## config.mk

```make
export PLATFORM = sky130hd
export DESIGN_NAME = va_table_walker
export DESIGN_NICKNAME = d
export VERILOG_FILES = /design/src/rtl/vtw_pkg.sv /design/src/rtl/vtw_va_split.sv /design/src/rtl/vtw_limit_chk.sv /design/src/rtl/vtw_entry_addr.sv /design/src/rtl/va_table_walker.sv
export SDC_FILE = /design/constraint.sdc
export NUM_CORES = 1
export LEC_CHECK = 0
export BUFFER_PORTS_ARGS = -buffer_cell sky130_fd_sc_hd__buf_2
export CAP_MARGIN = 20
export CORE_MARGIN = 10
export CORE_UTILIZATION = 49
export CTS_BUF_LIST = sky130_fd_sc_hd__clkbuf_8
export DETAILED_ROUTE_END_ITERATION = 7
export PLACE_DENSITY = 0.76
export SYNTH_ARGS = -nofsm -noshare
export SYNTH_HDL_FRONTEND = slang
export SYNTH_SLANG_ARGS = --single-unit
```

## constraint.sdc

```tcl
create_clock -name clk -period 3.3 [get_ports clk]
set_input_delay 0.495 -clock clk [delete_from_list [all_inputs] [get_ports clk]]
set_output_delay 0.495 -clock clk [all_outputs]
set_load 0.005 [all_outputs]
```

## src/rtl/vtw_pkg.sv

```systemverilog
package vtw_pkg;

    typedef enum logic [1:0] {
        DT_NONE  = 2'b00,
        DT_PAGE  = 2'b01,
        DT_SHORT = 2'b10,
        DT_LONG  = 2'b11
    } desc_type_e;

    typedef enum logic [2:0] {
        FLT_OK       = 3'd0,
        FLT_ROOT_INV = 3'd1,
        FLT_A_INV    = 3'd2,
        FLT_B_INV    = 3'd3,
        FLT_C_INV    = 3'd4,
        FLT_ROOT_LIM = 3'd5,
        FLT_A_LIM    = 3'd6,
        FLT_C_TBL    = 3'd7
    } fault_e;

    typedef enum logic [2:0] {
        ST_IDLE,
        ST_ROOT,
        ST_A_ATTR,
        ST_A_ADDR,
        ST_B,
        ST_C,
        ST_DONE
    } walk_state_e;

    localparam int WP_BIT    = 2;
    localparam int BASE_LSB  = 4;
    localparam int LIM_LSB   = 16;
    localparam int LIM_W     = 15;
    localparam int LFLAG_BIT = 31;

endpackage

```

## src/rtl/vtw_va_split.sv

```systemverilog
module vtw_va_split #(
    parameter int VA_W    = 32,
    parameter int A_IDX_W = 7,
    parameter int B_IDX_W = 6,
    parameter int C_IDX_W = 6,
    localparam int OFS_W  = VA_W - A_IDX_W - B_IDX_W - C_IDX_W
) (
    input  logic [VA_W-1:0]    va,
    output logic [A_IDX_W-1:0] a_idx,
    output logic [B_IDX_W-1:0] b_idx,
    output logic [C_IDX_W-1:0] c_idx,
    output logic [OFS_W-1:0]   ofs
);
    assign {a_idx, b_idx, c_idx, ofs} = va;
endmodule

```

## src/rtl/vtw_limit_chk.sv

```systemverilog
module vtw_limit_chk #(
    parameter int IDX_W = 7,
    parameter int LIM_W = 15
) (
    input  logic             lim_flag,
    input  logic [LIM_W-1:0] lim_val,
    input  logic [IDX_W-1:0] idx,
    output logic             in_range
);
    logic [LIM_W-1:0] idx_ext;
    assign idx_ext = LIM_W'(idx);

    always_comb begin
        if (lim_flag) begin
            in_range = (idx_ext >= lim_val);
        end else begin
            in_range = (idx_ext <= lim_val);
        end
    end
endmodule

```

## src/rtl/vtw_entry_addr.sv

```systemverilog
module vtw_entry_addr #(
    parameter int AW     = 32,
    parameter int IDX_W  = 7,
    parameter int SHIFT  = 3,
    parameter int LSB    = 4
) (
    input  logic [AW-1:LSB]  base_hi,
    input  logic [IDX_W-1:0] idx,
    output logic [AW-1:0]    addr
);
    logic [AW-1:0] base_full;
    assign base_full = {base_hi, {LSB{1'b0}}};
    assign addr      = base_full + (AW'(idx) << SHIFT);
endmodule

```

## src/rtl/va_table_walker.sv

```systemverilog
module va_table_walker
    import vtw_pkg::*;
#(
    parameter int VA_W    = 32,
    parameter int A_IDX_W = 7,
    parameter int B_IDX_W = 6,
    parameter int C_IDX_W = 6,
    localparam int OFS_W  = VA_W - A_IDX_W - B_IDX_W - C_IDX_W
) (
    input  logic            clk,
    input  logic            rst_n,
    input  logic [31:0]     root_attr,
    input  logic [VA_W-1:0] root_base,
    input  logic            xl_req,
    input  logic [VA_W-1:0] xl_va,
    output logic            xl_done,
    output logic [VA_W-1:0] xl_pa,
    output logic            xl_wp,
    output logic [2:0]      xl_fault,
    output logic            mem_req,
    output logic [VA_W-1:0] mem_addr,
    input  logic            mem_ack,
    input  logic [31:0]     mem_rdata
);

    walk_state_e     state_q, state_d;
    logic [VA_W-1:0] va_q;
    logic [31:0]     attr_q;
    logic [VA_W-1:0] base_q;
    logic [VA_W-1:0] pa_q;
    logic            wp_q;
    fault_e          fault_q;

    logic [A_IDX_W-1:0] a_idx;
    logic [B_IDX_W-1:0] b_idx;
    logic [C_IDX_W-1:0] c_idx;
    logic [OFS_W-1:0]   ofs;

    vtw_va_split #(
        .VA_W(VA_W), .A_IDX_W(A_IDX_W), .B_IDX_W(B_IDX_W), .C_IDX_W(C_IDX_W)
    ) u_split (
        .va(va_q), .a_idx(a_idx), .b_idx(b_idx), .c_idx(c_idx), .ofs(ofs)
    );

    // limit checks: root limit bounds index A, level A limit bounds index B
    logic root_lim_ok, a_lim_ok;

    vtw_limit_chk #(.IDX_W(A_IDX_W), .LIM_W(LIM_W)) u_lim_root (
        .lim_flag(attr_q[LFLAG_BIT]),
        .lim_val (attr_q[LIM_LSB +: LIM_W]),
        .idx     (a_idx),
        .in_range(root_lim_ok)
    );

    vtw_limit_chk #(.IDX_W(B_IDX_W), .LIM_W(LIM_W)) u_lim_a (
        .lim_flag(mem_rdata[LFLAG_BIT]),
        .lim_val (mem_rdata[LIM_LSB +: LIM_W]),
        .idx     (b_idx),
        .in_range(a_lim_ok)
    );

    // entry addresses for the three levels
    logic [VA_W-1:0] a_entry, b_entry, c_entry;

    vtw_entry_addr #(.AW(VA_W), .IDX_W(A_IDX_W), .SHIFT(3), .LSB(BASE_LSB)) u_ea_a (
        .base_hi(base_q[VA_W-1:BASE_LSB]), .idx(a_idx), .addr(a_entry)
    );
    vtw_entry_addr #(.AW(VA_W), .IDX_W(B_IDX_W), .SHIFT(2), .LSB(BASE_LSB)) u_ea_b (
        .base_hi(base_q[VA_W-1:BASE_LSB]), .idx(b_idx), .addr(b_entry)
    );
    vtw_entry_addr #(.AW(VA_W), .IDX_W(C_IDX_W), .SHIFT(2), .LSB(BASE_LSB)) u_ea_c (
        .base_hi(base_q[VA_W-1:BASE_LSB]), .idx(c_idx), .addr(c_entry)
    );

    // decoded types
    desc_type_e root_type, rd_type, a_held_type;
    assign root_type   = desc_type_e'(attr_q[1:0]);
    assign rd_type     = desc_type_e'(mem_rdata[1:0]);
    assign a_held_type = desc_type_e'(attr_q[1:0]);

    logic root_is_tbl, rd_is_tbl;
    assign root_is_tbl = (root_type == DT_SHORT) || (root_type == DT_LONG);
    assign rd_is_tbl   = (rd_type == DT_SHORT) || (rd_type == DT_LONG);

    logic sink_unused;
    assign sink_unused = ^{attr_q[LIM_LSB-1:WP_BIT+1], base_q[BASE_LSB-1:0]};

    // memory port
    always_comb begin
        mem_req  = 1'b0;
        mem_addr = '0;
        unique case (state_q)
            ST_A_ATTR: begin mem_req = 1'b1; mem_addr = a_entry; end
            ST_A_ADDR: begin mem_req = 1'b1; mem_addr = a_entry + VA_W'(4); end
            ST_B:      begin mem_req = 1'b1; mem_addr = b_entry; end
            ST_C:      begin mem_req = 1'b1; mem_addr = c_entry; end
            default:   ;
        endcase
    end

    // state register
    always_ff @(posedge clk) begin
        if (!rst_n) begin
            state_q <= ST_IDLE;
        end else begin
            state_q <= state_d;
        end
    end

    // next state
    always_comb begin
        state_d = state_q;
        unique case (state_q)
            ST_IDLE:   if (xl_req) state_d = ST_ROOT;
            ST_ROOT: begin
                if (root_is_tbl && root_lim_ok) state_d = ST_A_ATTR;
                else                            state_d = ST_DONE;
            end
            ST_A_ATTR: if (mem_ack) begin
                if (rd_type == DT_NONE)           state_d = ST_DONE;
                else if (rd_is_tbl && !a_lim_ok)  state_d = ST_DONE;
                else                              state_d = ST_A_ADDR;
            end
            ST_A_ADDR: if (mem_ack) begin
                if (a_held_type == DT_PAGE) state_d = ST_DONE;
                else                        state_d = ST_B;
            end
            ST_B: if (mem_ack) begin
                if (rd_is_tbl) state_d = ST_C;
                else           state_d = ST_DONE;
            end
            ST_C:    if (mem_ack) state_d = ST_DONE;
            ST_DONE: state_d = ST_IDLE;
            default: state_d = ST_IDLE;
        endcase
    end

    // datapath and result registers
    always_ff @(posedge clk) begin
        if (!rst_n) begin
            va_q    <= '0;
            attr_q  <= '0;
            base_q  <= '0;
            pa_q    <= '0;
            wp_q    <= 1'b0;
            fault_q <= FLT_OK;
        end else begin
            unique case (state_q)
                ST_IDLE: if (xl_req) begin
                    va_q    <= xl_va;
                    attr_q  <= root_attr;
                    base_q  <= root_base;
                    pa_q    <= '0;
                    wp_q    <= 1'b0;
                    fault_q <= FLT_OK;
                end
                ST_ROOT: begin
                    wp_q <= attr_q[WP_BIT];
                    if (root_type == DT_NONE)  fault_q <= FLT_ROOT_INV;
                    else if (root_type == DT_PAGE)
                        pa_q <= {base_q[VA_W-1:OFS_W], ofs};
                    else if (!root_lim_ok)     fault_q <= FLT_ROOT_LIM;
                end
                ST_A_ATTR: if (mem_ack) begin
                    attr_q <= mem_rdata;
                    wp_q   <= wp_q | mem_rdata[WP_BIT];
                    if (rd_type == DT_NONE)          fault_q <= FLT_A_INV;
                    else if (rd_is_tbl && !a_lim_ok) fault_q <= FLT_A_LIM;
                end
                ST_A_ADDR: if (mem_ack) begin
                    if (a_held_type == DT_PAGE) pa_q   <= {mem_rdata[VA_W-1:OFS_W], ofs};
                    else                        base_q <= mem_rdata;
                end
                ST_B: if (mem_ack) begin
                    wp_q <= wp_q | mem_rdata[WP_BIT];
                    if (rd_type == DT_NONE)      fault_q <= FLT_B_INV;
                    else if (rd_type == DT_PAGE) pa_q    <= {mem_rdata[VA_W-1:OFS_W], ofs};
                    else                         base_q  <= mem_rdata;
                end
                ST_C: if (mem_ack) begin
                    wp_q <= wp_q | mem_rdata[WP_BIT];
                    if (rd_type == DT_NONE)      fault_q <= FLT_C_INV;
                    else if (rd_type == DT_PAGE) pa_q    <= {mem_rdata[VA_W-1:OFS_W], ofs};
                    else                         fault_q <= FLT_C_TBL;
                end
                default: ;
            endcase
        end
    end

    assign xl_done  = (state_q == ST_DONE);
    assign xl_pa    = pa_q;
    assign xl_wp    = wp_q;
    assign xl_fault = fault_q;

endmodule

```

* After elaboration in Yosys (flattened, before gate mapping)
Cells that the tools add are included.
** Operators by class
- Equality and inequality tests :: 32
- Bitwise logic cells :: 1
- Muxes and demuxes :: 50
- Add/sub/neg operators :: 4
- Magnitude comparators :: 4
- Reduce and logical (&&, ||, !) cells :: 23
** Operators with widths (count)
- 2-to-1 mux 32 bit :: 16
- one-hot mux 32 bit (4 select lines) :: 2
- one-hot mux 32 bit (3 select lines) :: 1
- adder 32 x 8 -> 32 bit :: 2
- one-hot mux 32 bit (2 select lines) :: 1
- 2-to-1 mux 3 bit :: 20
- adder 32 x 10 -> 32 bit :: 1
- adder 32 x 3 -> 32 bit (second input constant) :: 1
- != test 2 bit (second input constant) :: 13
- one-hot mux 3 bit (6 select lines) :: 1
- greater-or-equal comparator 6 x 15 -> 1 bit :: 1
- greater-or-equal comparator 7 x 15 -> 1 bit :: 1
- <= comparator 6 x 15 -> 1 bit :: 1
- <= comparator 7 x 15 -> 1 bit :: 1
- one-hot mux 3 bit (5 select lines) :: 1
- != test 3 bit (second input constant) :: 4
- AND reduction 10 bit :: 1
- equality test 3 bit (second input constant) :: 3
- AND reduction 9 bit :: 1
- equality test 2 bit (second input constant) :: 4
- AND reduction 7 bit :: 1
- equality test 3 x 2 -> 1 bit (second input constant) :: 2
- != test 2 x 1 -> 1 bit (second input constant) :: 3
- AND reduction 3 bit :: 2
- other kinds (20) :: 30
** Storage, ports and cells
- Output and inout port bits :: 70
- Register bits :: 135
- Word-level logic and storage cells :: 121
- Bits of input ports :: 132

* Depth between registers and ports, before layout
Gate-level depths: netlist of the first run.
- Depth in word-level cells :: 8
- Gate-level depth with buffers :: 14
- Gate-level depth less buffers :: 13

* By module
Synthesis of the first run repeated with hierarchy kept, for this count alone.
** Unflattened totals
- Cell total of the unflattened synthesis :: 1179
- Area total of the unflattened synthesis :: 9689.3 um^2
** By module, submodules not included
- va_table_walker :: times used 1, area each 6845.3 um^2, seq. area each 2362.3 um^2, cells an instance 789
- vtw_entry_addr at u_ea_b ... :: times used 2, area each 733.2 um^2, seq. area each 0.0 um^2, cells an instance 97
- vtw_entry_addr at u_ea_a :: times used 1, area each 728.2 um^2, seq. area each 0.0 um^2, cells an instance 106
- vtw_va_split :: times used 1, area each 240.2 um^2, seq. area each 0.0 um^2, cells an instance 32
- vtw_limit_chk at u_lim_root :: times used 1, area each 212.7 um^2, seq. area each 0.0 um^2, cells an instance 30
- vtw_limit_chk at u_lim_a :: times used 1, area each 196.4 um^2, seq. area each 0.0 um^2, cells an instance 28

* Worst setup path after synthesis of the first run
No wires, ideal clock.
- Kind :: flip-flop to output port
- Start :: register state_q[0]
- End :: output mem_addr[20]
- Slack :: -76 ps
- Data arrival time :: 2881 ps
- Stages on the path, launching flop included :: 14
- Cells stage by stage :: dfxtp_1 > buf_2 > clkbuf_1 > nand2_1 > mux2_2 > ha_1 > inv_1 > fa_1 > nand3b_1 > a21oi_1 > nand2_1 > nor3_1 > a22o_1 > o22a_1
** Between the ends
- Cells in the longest elaborated chain, start to end :: 2
- Elaborated cells between the ends (all ways) :: 5
** RTL lines
- start, declared :: line va_table_walker.sv:26 : walk_state_e state_q, state_d;
- start signal, assigned :: line va_table_walker.sv:106 : state_q <= state_d;
- equality test 3 bit / equality test 3 x 2 -> 1 bit (equally long branches) :: line va_table_walker.sv:92 : unique case (state_q)
- one-hot mux 32 bit (4 select lines) (*) :: line va_table_walker.sv:92
- end, declared :: line va_table_walker.sv:21 : output logic [VA_W-1:0] mem_addr,
Mark *: on every way between the ends. The rest lies on a longest branch, timed or not.

* Worst setup path in the final report of the first run
- Start :: register state_q[2]
- End :: output mem_addr[16]
Same word-level chain as after synthesis.

==> qor.csv, run 1 <==
stage,metric,value,unit
synthesis,yosysMostFrequentCell,nand2_1,
synthesis,synth_enable_flop_cells,0,
pwr,switching_share,42.48,%
worst_setup_path,crit_required,2.80,ns
synthesis,postSynthAreaPerCell,7.598,um2
synthesis,synth_top_area_cell,dfxtp_1,
floorplanning,coreArea,0.01442,mm2
sta,fin_ws,-0.1956,ns
cts,cts_inserted_buffers,17,
placed_design,dp_cells,1265,
floorplanning,initial_utilization,49.57,%
outcome,status,finished with violations,
synthesis,ys_types,79,
routing,drt_wl_total,25.69,mm
sta,period_share,105.9,%
sta,rsz0062_at_grt,yes,
synthesis,ys_warn_count,0,
sta,drv_slew,0,
floorplanning,row_count,44,
layout,final_area,0.009065,mm2
worst_setup_path,r2r-start,state_q[0]$_SDFFE_PN0P_,
layout,instances_no_fill,1307,
cts,cts_tree,done,
routing,ant_nets,0,
synthesis,syn_inst,941,
synthesis,synth_flop_cell,dfxtp_1,
min_path,hold_start,xl_va[27],
layout,num_antenna_cells,0,
sta,fin_skew,0.01215,ns
routing,first_iter_violations,763,
floorplanning,die-area,0.01982,mm2
placed_design,port_buffers,181,
cts,clock_path_buffers,2,
worst_setup_path,crit_start,state_q[2]$_SDFFE_PN0P_,
worst_setup_path,start_kind,register,
pwr,comb_power_share,41.4,%
floorplanning,io_pins,202,
cts,cts_hold_buf,0,
sta,max_freq,286.1,MHz
global_route,grt_antenna_before_repair,0,
worst_setup_path,reg2reg_slack,0.89,ns
synthesis,synth_top_cells_by_count,"147 x nand2_1, 118 x dfxtp_1, 95 x nor2_1",
layout,nFillCells,1316,
global_route,grt_max_degree,57,
run,max-cap-violations,0,
sta,relSlewSlack,53.31,%
pwr,p_switching,2.534,mW
synthesis,synth_area_leaders,"dfxtp_1 33%, nand2_1 7.7%, a21oi_1 5.7%, nor2_1 5.0%, ha_1 4.2%",
sta,setup_tns,-2.782,ns
pwr,power_density,658.2,mW/mm2
global_route,grt_pass1_vias,7556,
outcome,violations,negative setup slack,
floorplanning,die_w,140.8,um
placed_design,dp_hpwl,18.57,mm
sta,finalCriticalPeriod,3.496,ns
global_route,grtUsageTotal,24.81,%
routing,firstDrtPassIters,6,
synthesis,async_flop_share,0,%
global_route,grt-ovfl-total,0,
floorplanning,die_h,140.8,um
placed_design,placed_cell_area,0.008243,mm2
synthesis,synth_top_area_share,33.04,%
sta,worstMarginPinSlew,0.6995,ns
worst_setup_path,worstSetupPathType,reg -> out,
sta,setup_viol,23,
layout,nets,1268,
cts,cts-htree-levels,4,
synthesis,synth_seq_area_share,33.04,%
cts,root_buffer,clkbuf_8,
cts,cts_num_sinks,118,
pwr,pwr-share-seq,35.7,%
placed_design,globalplace.congestion,1.001,
pwr,power,5.967,mW
layout,layout-drive-gt1-share,29.12,%
routing,drt-wirelength-per-cell,19.65,um
worst_setup_path,arrival,3.00,ns
pwr,ir_drop,0.0004316,V
min_path,hp-class,in -> reg,
cts,clkSlewWorstSetupHoldPaths,0.08,ns
routing,route.detailed.drc,0,
layout,fin_util,62.85,%
synthesis,synth-seq-cells,118,
sta,holdWs,0.2645,ns
global_route,grt_pass1_wl,40.34,mm
synthesis,synth_area,0.007149,mm2
worst_setup_path,end_kind,primary output,
cts,clk_latency,0.46,ns
routing,via_per_inst,6.049,
routing,vias,7906,
sta,hold_violations,0,
pwr,p_leak,3.943,nW
layout,area_growth,26.79,%
placed_design,pre_cts_ws,-0.08375,ns
pwr,internal_power,3.432,mW
worst_setup_path,path_max_fanout,3,
pwr,p_clk_share,23.0,%
-- flip-flops by register name, summed over array words and instances (netlist names) --
signal / count
va_q: 32
xl_pa: 32
base_q: 28
attr_q: 19
state_q: 3
xl_fault: 3
xl_wp: 1
-- path summary, 6_finish.rpt --
path / endpoint / cells after the start
worst max-delay path: mem_addr[16] / 14
worst min-delay path: va_q[27]$_SDFFE_PN0P_ / 3
worst max register to register: base_q[8]$_SDFFE_PN0P_ / 8
worst min register to register: xl_pa[9]$_SDFFE_PN0P_ / 2
-- critical path, cell delays in order, from the launching register on --
cell and delay, ns:
dfxtp_2 0.34, inv_2 0.05, nor2_4 0.11, nand2_4 0.08, mux2_4 0.21, ha_4 0.13
inv_2 0.04, fa_2 0.36, nand3b_1 0.28, a21o_4 0.29, nor2_4 0.12, a31o_2 0.16
a31oi_1 0.04, a31oi_1 0.18, buf_2 0.15
-- cells by family after synthesis --
logic type,Yosys count,share of synthesized area [%]
DFF,118,33.04
AOI/OAI and AO/OA,282,26.48
other,1,0.05245
xor gates and xnor gates,15,1.838
muxes,33,4.690
adders and majority gates,26,4.760
buffers and inverters,101,6.003
and+or+nand+nor,365,23.14
-- layer usage --
metal / global-route usage [%] / part of all wire [%]
met3: 6.617 / 9.2
met5: 0 / 0
met2: 38.87 / 46
met4: 10.22 / 3.1
met1: 31.54 / 41
-- area by class of cell --
class	count	area (um2)	area share, %
Multi-Input combinational cell	723	4691	51.75
Sequential cell	118	2364	26.07
Timing Repair Buffer	225	1281	14.13
Clock buffer	17	234.0	2.581
Tap cell	184	230.2	2.540
Clock inverter	15	170.2	1.877
Inverter	25	95.09	1.049
-- layout by cell type (no fill, tap or decap), types with 24 or more instances in the layout --
| master | count |
|---|---|
| nor3_1 | 32 |
| o21ai_0 | 39 |
| a21oi_1 | 75 |
| nand2_1 | 143 |
| buf_4 | 36 |
| nand3_1 | 24 |
| nor2_1 | 90 |
| mux2i_1 | 29 |
| a211oi_1 | 28 |
| buf_2 | 180 |
| dfxtp_1 | 117 |
-- power by group through the flow --
stage	clock [mW]	combinational (mW)	sequential, mW
2_1_floorplan	0	1.70	1.96
3_3_place_gp	0	2.29	2.12
3_5_place_dp	0	2.33	2.13
4_1_cts	1.39	2.41	2.11
5_1_grt	1.45	2.72	2.17
6_report	1.37	2.47	2.13
-- repair_timing --
item | 4_1_cts | 5_1_grt
setup endpoints to repair | 23 | 23
pin swaps | 31 | 12
setup buffers | 6 | 4
gates resized for setup | 65 | 19
(Power assumes the default switching activity.)
==> run 2, diff against run 1 <==
--- a/config.mk
+++ b/config.mk
@@ -5,13 +5,14 @@
 export SDC_FILE = /design/constraint.sdc
 export NUM_CORES = 1
 export LEC_CHECK = 0
+export ABC_CLOCK_PERIOD_IN_PS = 3630
 export BUFFER_PORTS_ARGS = -buffer_cell sky130_fd_sc_hd__buf_2
 export CAP_MARGIN = 20
 export CORE_MARGIN = 10
-export CORE_UTILIZATION = 49
+export CORE_UTILIZATION = 50
 export CTS_BUF_LIST = sky130_fd_sc_hd__clkbuf_8
 export DETAILED_ROUTE_END_ITERATION = 7
-export PLACE_DENSITY = 0.76
+export PLACE_DENSITY = 0.74
 export SYNTH_ARGS = -nofsm -noshare
 export SYNTH_HDL_FRONTEND = slang
 export SYNTH_SLANG_ARGS = --single-unit
==> constraint.sdc (replaced) <==
create_clock -name clk -period 3.63 [get_ports clk]
set_input_delay 0.5445 -clock clk [delete_from_list [all_inputs] [get_ports clk]]
set_output_delay 0.5445 -clock clk [all_outputs]
set_load 0.005 [all_outputs]
==> run 2 against run 1 <==
Net effect: the flow now finishes without violations; highest routed layer unchanged; cell count decreased by 1.5%; critical path depth stayed put; largest power group unchanged; sequential cell count unchanged.
==> qor.csv, run 2 (synthesis gave the netlist of run 1 again) <==
stage,metric,value,unit,change
routing,via_per_inst,6.062,,+0.22%
worst_setup_path,cp_slowest_cell,fa_2,,
worst_setup_path,crit_start,state_q[2]$_SDFFE_PN0P_,,
cts,clkSlewWorstSetupHoldPaths,0.08,ns,about the same
worst_setup_path,rr_endpoint,xl_pa[1]$_SDFFE_PN0P_,,
placed_design,placed_cell_area,0.008153,mm2,-1.1%
cts,cts_inserted_buffers,17,,unchanged
routing,first_iter_violations,590,,-23%
cts,clock_path_buffers,2,,unchanged
min_path,hp-class,in -> reg,,
worst_setup_path,crit_end,mem_addr[20],,
sta,fin_skew,0.007706,ns,-0.004447 ns
global_route,grt-ovfl-total,0,,unchanged
sta,rsz0062_at_grt,yes,,
cts,cts_num_sinks,118,,unchanged
routing,drt-wirelength-per-cell,19.23,um,-2.2%
routing,drt_wl_total,24.77,mm,-3.6%
worst_setup_path,end_kind,primary output,,
outcome,status,finished clean,,
cts,root_buffer,clkbuf_8,,
worst_setup_path,crit_required,3.09,ns,+0.29 ns
worst_setup_path,critPathTopFamily,simple AND/OR/NAND/NOR gates,,
sta,drv_slew,0,,unchanged
worst_setup_path,reg2reg_slack,0.98,ns,+0.09 ns
layout,seqCellArea,0.002364,mm2,unchanged
floorplanning,die-area,0.01948,mm2,-1.7%
sta,worstMarginPinSlew,0.7772,ns,+0.07766 ns
worst_setup_path,arrival,3.01,ns,about the same
worst_setup_path,reg2reg_depth,8,,unchanged
run,max-cap-violations,0,,unchanged
layout,area_growth,21.89,%,
worst_setup_path,crit_cells,14,,unchanged
layout,fin_util,62.54,%,-0.31 points
worst_setup_path,max_stage_delay,0.34,ns,-0.02 ns
sta,hold_violations,0,,unchanged
worst_setup_path,start_kind,register,,
floorplanning,coreArea,0.01393,mm2,-3.4%
global_route,grtUsageTotal,24.02,%,-0.79 points
layout,multi_input_comb_area,0.004466,mm2,-4.8%
routing,route.detailed.drc,0,,unchanged
layout,final_area,0.008715,mm2,-3.9%
floorplanning,io_pins,202,,unchanged
worst_setup_path,path_cells,inv_2 -> nor2_4 -> nand2_4 -> buf_4 -> mux2_2 -> inv_1 -> fa_2 -> nand3b_1 -> a21oi_2 -> nand2_2 -> nor3_4 -> a22o_1 -> o22a_1 -> buf_2,,
worst_setup_path,worstSetupPathType,reg -> out,,
sta,holdWs,0.3233,ns,+0.05878 ns
sta,max_freq,281.7,MHz,
sta,relSlewSlack,48.06,%,-5.2 points
floorplanning,row_count,43,,-2.3%
worst_setup_path,r2r-start,state_q[1]$_SDFFE_PN0P_,,
floorplanning,die_w,139.6,um,-0.86%
global_route,grt_max_degree,64,,+12%
floorplanning,die_h,139.6,um,-0.86%
min_path,hold_start,xl_va[27],,
worst_setup_path,path_max_fanout,6,,+3
routing,vias,7808,,-1.2%
pwr,ir_drop,0.0004257,V,-1.4%
sta,setup_viol,0,,-100%
placed_design,port_buffers,181,,unchanged
pwr,p_leak,3.775,nW,-4.3%
floorplanning,initial_utilization,51.31,%,+1.7 points
layout,layout-drive-gt1-share,25.38,%,-3.7 points
cts,clk_latency,0.45,ns,about the same
routing,firstDrtPassIters,6,,unchanged
layout,nFillCells,1264,,-4.0%
global_route,grt_pass1_vias,7310,,-3.3%
worst_setup_path,crit_buf_inv,4,,+1
pwr,power_density,616.2,mW/mm2,-6.4%
cts,cts-htree-levels,4,,unchanged
global_route,grt_pass1_wl,38.76,mm,-3.9%
sta,finalCriticalPeriod,3.550,ns,
layout,layout_common_cells,"181 x buf_2, 145 x nand2_1, 117 x dfxtp_1",,
layout,nets,1252,,-1.3%
placed_design,dp_hpwl,17.99,mm,-3.1%
cts,cts_tree,done,,
placed_design,globalplace.congestion,0.9811,,-2.0%
cts,cts_hold_buf,0,,unchanged
global_route,grt_antenna_before_repair,0,,unchanged
sta,period_share,97.79,%,
layout,layout_commonest_cell,buf_2,,
routing,ant_nets,0,,unchanged
run 2: metal layers:
layer | GRT usage (%) | up-vias | part of all wire, %
met4 | 8.478 | 0 | 2.4
li1 | - | 3732 | -
met5 | 0 | - | 0
met2 | 36.33 | 387 | 46
met3 | 6.091 | 49 | 10
met1 | 32.31 | 3640 | 42
run 2: worst reg2reg max path: cells and delay by family, from the launching register on:
family	cells	cell delay, ns
AND/OR/NAND/NOR	4	1.26
buffers and inverters	3	0.81
flip-flops	1	0.39
AO/OA/AOI/OAI	1	0.08
run 2: layout make-up:
type,count,area share [%]
inverter,25,1.091
multi-input combinational,723,51.24
clock inverter,14,1.996
timing repair buffer,209,13.09
sequential,118,27.12
tap,180,2.584
clock buffer,18,2.843
antenna,1,0.02871
run 2: what timing repair did:
action                     4_1_cts  5_1_grt
buffers inserted                 2        5
setup endpoints to repair       14       14
pin swaps                        5        8
resized for setup               14       13
run 2: where the power goes:
group / switching [mW] / internal, mW
Sequential: 0.334 / 1.59
Combinational: 1.31 / 0.852
Clock: 0.589 / 0.702
Total: 2.23 / 3.14
run 2: worst min-delay path by stage:
| stage | endpoint | depth (start not counted) |
|---|---|---|
| global route | va_q[18]$_SDFFE_PN0P_ | 3 |
| detailed placement | xl_pa[9]$_SDFFE_PN0P_ | 2 |
| floorplan | va_q[15]$_SDFFE_PN0P_ | 2 |
| finish | va_q[27]$_SDFFE_PN0P_ | 3 |
| global placement | xl_pa[9]$_SDFFE_PN0P_ | 2 |
| CTS | va_q[12]$_SDFFE_PN0P_ | 3 |
run 2: stage by stage:
stage / instances / TNS, ns / power [mW] / worst slack, ns
after floorplan: 942 / 0 / 3.328 / 0.2043
after global placement: 1248 / 0 / 3.992 / 0.1952
after detailed placement: 1248 / 0 / 4.035 / 0.1544
after CTS: 1282 / -0.005321 / 5.326 / -0.005321
after global routing: 1287 / -0.3038 / 5.710 / -0.07477
final: 1288 / 0 / 5.370 / 0.08022
==> run 3, diff against run 2 <==
--- a/config.mk
+++ b/config.mk
@@ -5,14 +5,15 @@
 export SDC_FILE = /design/constraint.sdc
 export NUM_CORES = 1
 export LEC_CHECK = 0
-export ABC_CLOCK_PERIOD_IN_PS = 3630
+export ABC_CLOCK_PERIOD_IN_PS = 2900
 export BUFFER_PORTS_ARGS = -buffer_cell sky130_fd_sc_hd__buf_2
 export CAP_MARGIN = 20
 export CORE_MARGIN = 10
-export CORE_UTILIZATION = 50
+export CORE_UTILIZATION = 49
 export CTS_BUF_LIST = sky130_fd_sc_hd__clkbuf_8
 export DETAILED_ROUTE_END_ITERATION = 7
-export PLACE_DENSITY = 0.74
+export MAX_ROUTING_LAYER = met4
+export PLACE_DENSITY = 0.76
 export SYNTH_ARGS = -nofsm -noshare
 export SYNTH_HDL_FRONTEND = slang
 export SYNTH_SLANG_ARGS = --single-unit
==> constraint.sdc (replaced) <==
create_clock -name clk -period 2.9 [get_ports clk]
set_input_delay 0.435 -clock clk [delete_from_list [all_inputs] [get_ports clk]]
set_output_delay 0.435 -clock clk [all_outputs]
set_load 0.005 [all_outputs]
==> run 3 against run 2 <==
Net effect: core utilization grew 1.6 points; count of clock-buffer cells in the layout grew 1; non-clock buffer count grew 38; the run now ends with negative setup slack left; critical endpoint is now mem_addr[30]; highest routed layer unchanged; register-to-register slack lost 0.52 ns.
==> qor.csv, run 3 (synthesis gave the netlist of run 1 again) <==
stage,metric,value,unit,change
placed_design,globalplace.congestion,0.9472,,-3.5%
sta,drv_slew,0,,unchanged
cts,clock_path_buffers,2,,unchanged
floorplanning,coreArea,0.01442,mm2,+3.5%
worst_setup_path,worstSetupPathType,reg -> out,,
layout,layout_commonest_cell,buf_2,,
routing,drt_wl_total,25.99,mm,+4.9%
worst_setup_path,start_kind,register,,
worst_setup_path,reg2reg_depth,8,,unchanged
worst_setup_path,reg2reg_slack,0.46,ns,-0.52 ns
routing,via_per_inst,6.011,,-0.85%
min_path,hold_depth,3,,unchanged
routing,firstDrtPassIters,5,,-1
layout,layout_common_cells,"180 x buf_2, 141 x nand2_1, 115 x dfxtp_1",,
placed_design,port_buffers,181,,unchanged
routing,vias,7988,,+2.3%
min_path,hold_start,xl_va[17],,
global_route,gr-max-usage-layer,met2,,
floorplanning,die_h,140.8,um,+0.87%
sta,hold_violations,0,,unchanged
sta,period_share,122.1,%,
floorplanning,row_count,44,,+2.3%
sta,holdWs,0.2071,ns,-0.1162 ns
worst_setup_path,path_max_fanout,4,,-2
global_route,use_met2,38.94,%,+2.6 points
cts,cts_tree,done,,
global_route,grtUsageMet3,5.542,%,-0.55 points
sta,fin_skew,0.01080,ns,+0.003094 ns
layout,final_area,0.009255,mm2,+6.2%
sta,relSlewSlack,42.98,%,-5.1 points
sta,finalCriticalPeriod,3.540,ns,
layout,fin_util,64.17,%,+1.6 points
worst_setup_path,crit_required,2.47,ns,-0.62 ns
global_route,grt-ovfl-total,0,,unchanged
worst_setup_path,end_kind,primary output,,
floorplanning,die-area,0.01982,mm2,+1.7%
placed_design,placed_cell_area,0.008451,mm2,+3.7%
floorplanning,io_pins,202,,unchanged
sta,rsz0062_at_grt,yes,,
layout,area_growth,29.45,%,
layout,num_antenna_cells,0,,-1
sta,setup_viol,26,,+26
sta,setup_tns,-11.20,ns,-11.20 ns
cts,cts-htree-levels,4,,unchanged
cts,root_buffer,clkbuf_8,,
global_route,grt_pass1_wl,40.40,mm,+4.2%
run,max-cap-violations,0,,unchanged
routing,route.detailed.drc,0,,unchanged
floorplanning,initial_utilization,49.57,%,-1.7 points
outcome,violations,negative setup slack,,
floorplanning,die_w,140.8,um,+0.87%
placed_design,dp_hpwl,18.79,mm,+4.5%
min_path,whs_endpoint,va_q[17]$_SDFFE_PN0P_,,
routing,first_iter_violations,570,,-3.4%
sta,worstMarginPinSlew,0.8553,ns,+0.07808 ns
routing,ant_nets,0,,unchanged
pwr,ir_drop,0.0005606,V,+32%
layout,nets,1290,,+3.0%
placed_design,dp_cells,1287,,+3.1%
global_route,grt_use_met1,33.00,%,+0.69 points
worst_setup_path,rr_endpoint,xl_fault[0]$_SDFFE_PN0P_,,
worst_setup_path,r2r-start,attr_q[20]$_SDFFE_PN0P_,,
global_route,grt_antenna_before_repair,0,,unchanged
global_route,grtUsageTotal,25.48,%,+1.5 points
pwr,power,7.045,mW,+31%
sta,max_freq,282.5,MHz,
global_route,grt_max_degree,113,,+77%
pwr,power_density,761.2,mW/mm2,+24%
outcome,status,finished with violations,,
cts,clk_latency,0.46,ns,about the same
layout,layout-drive-gt1-share,30.48,%,+5.1 points
cts,cts_num_sinks,118,,unchanged
routing,drt-wirelength-per-cell,19.55,um,+1.7%
worst_setup_path,arrival,3.11,ns,+0.10 ns
placed_design,pre_cts_ws,-0.1102,ns,-0.2645 ns
cts,cts_hold_buf,0,,unchanged
layout,instances_no_fill,1329,,+3.2%
pwr,p_leak,4.081,nW,+8.1%
cts,cts_inserted_buffers,17,,unchanged
global_route,grt_pass1_vias,7509,,+2.7%
min_path,hp-class,in -> reg,,
sta,fin_ws,-0.6402,ns,-0.7204 ns
cts,clkSlewWorstSetupHoldPaths,0.08,ns,about the same
-- run 3: cell type report --
class	count	area (um2)
Timing Repair Buffer	247	1479
Tap cell	184	230.2
Fill cell	1283	5169
Clock buffer	19	261.5
Sequential cell	118	2366
Clock inverter	13	180.2
Inverter	25	95.09
Multi-Input combinational cell	723	4643
-- run 3: worst max-delay path by stage --
stage                              end  cells past startpoint  slack, ns                     from
after global placement    mem_addr[20]                     14      -0.08  state_q[2]$_SDFFE_PN0P_
after detailed placement  mem_addr[20]                     14      -0.11  state_q[2]$_SDFFE_PN0P_
after CTS                 mem_addr[20]                     14      -0.54  state_q[2]$_SDFFE_PN0P_
final                     mem_addr[30]                     16      -0.64  state_q[2]$_SDFFE_PN0P_
after floorplan           mem_addr[20]                     14     -0.002  state_q[2]$_SDFFE_PN0P_
after global routing      mem_addr[28]                     15      -0.75  state_q[2]$_SDFFE_PN0P_
-- run 3: metal layers --
layer / routed length [um] / vias up
met2: 11880 / 367
li1: - / 3804
met3: 2232 / 49
met1: 11270 / 3768
met4: 605 / 0
met5: 0 / -
-- run 3: what timing repair did --
item                                    CTS  global route
buffers inserted                          5             4
resized for setup                        53            11
pin swaps                                25             9
gates cloned                              0             0
endpoints found under the setup margin   26            27
-- run 3: power by group --
part / switching, mW / internal (mW) / total, mW
Combinational: 1.80 / 1.24 / 3.03
Clock: 0.699 / 0.975 / 1.67
Sequential: 0.349 / 1.99 / 2.34
Total: 2.85 / 4.20 / 7.05
-- run 3: worst max-delay path, stage by stage, from the launching register on --
cell and delay, ns:
dfxtp_2 0.34, inv_2 0.05, nor2_4 0.13, nand2_4 0.09
mux2_4 0.22, ha_4 0.13, inv_2 0.04, fa_2 0.35
nand3b_1 0.24, buf_4 0.18, a21o_1 0.22, nor2_1 0.11
buf_4 0.14, a21oi_2 0.05, a21oi_1 0.15, mux2i_1 0.09
buf_2 0.13
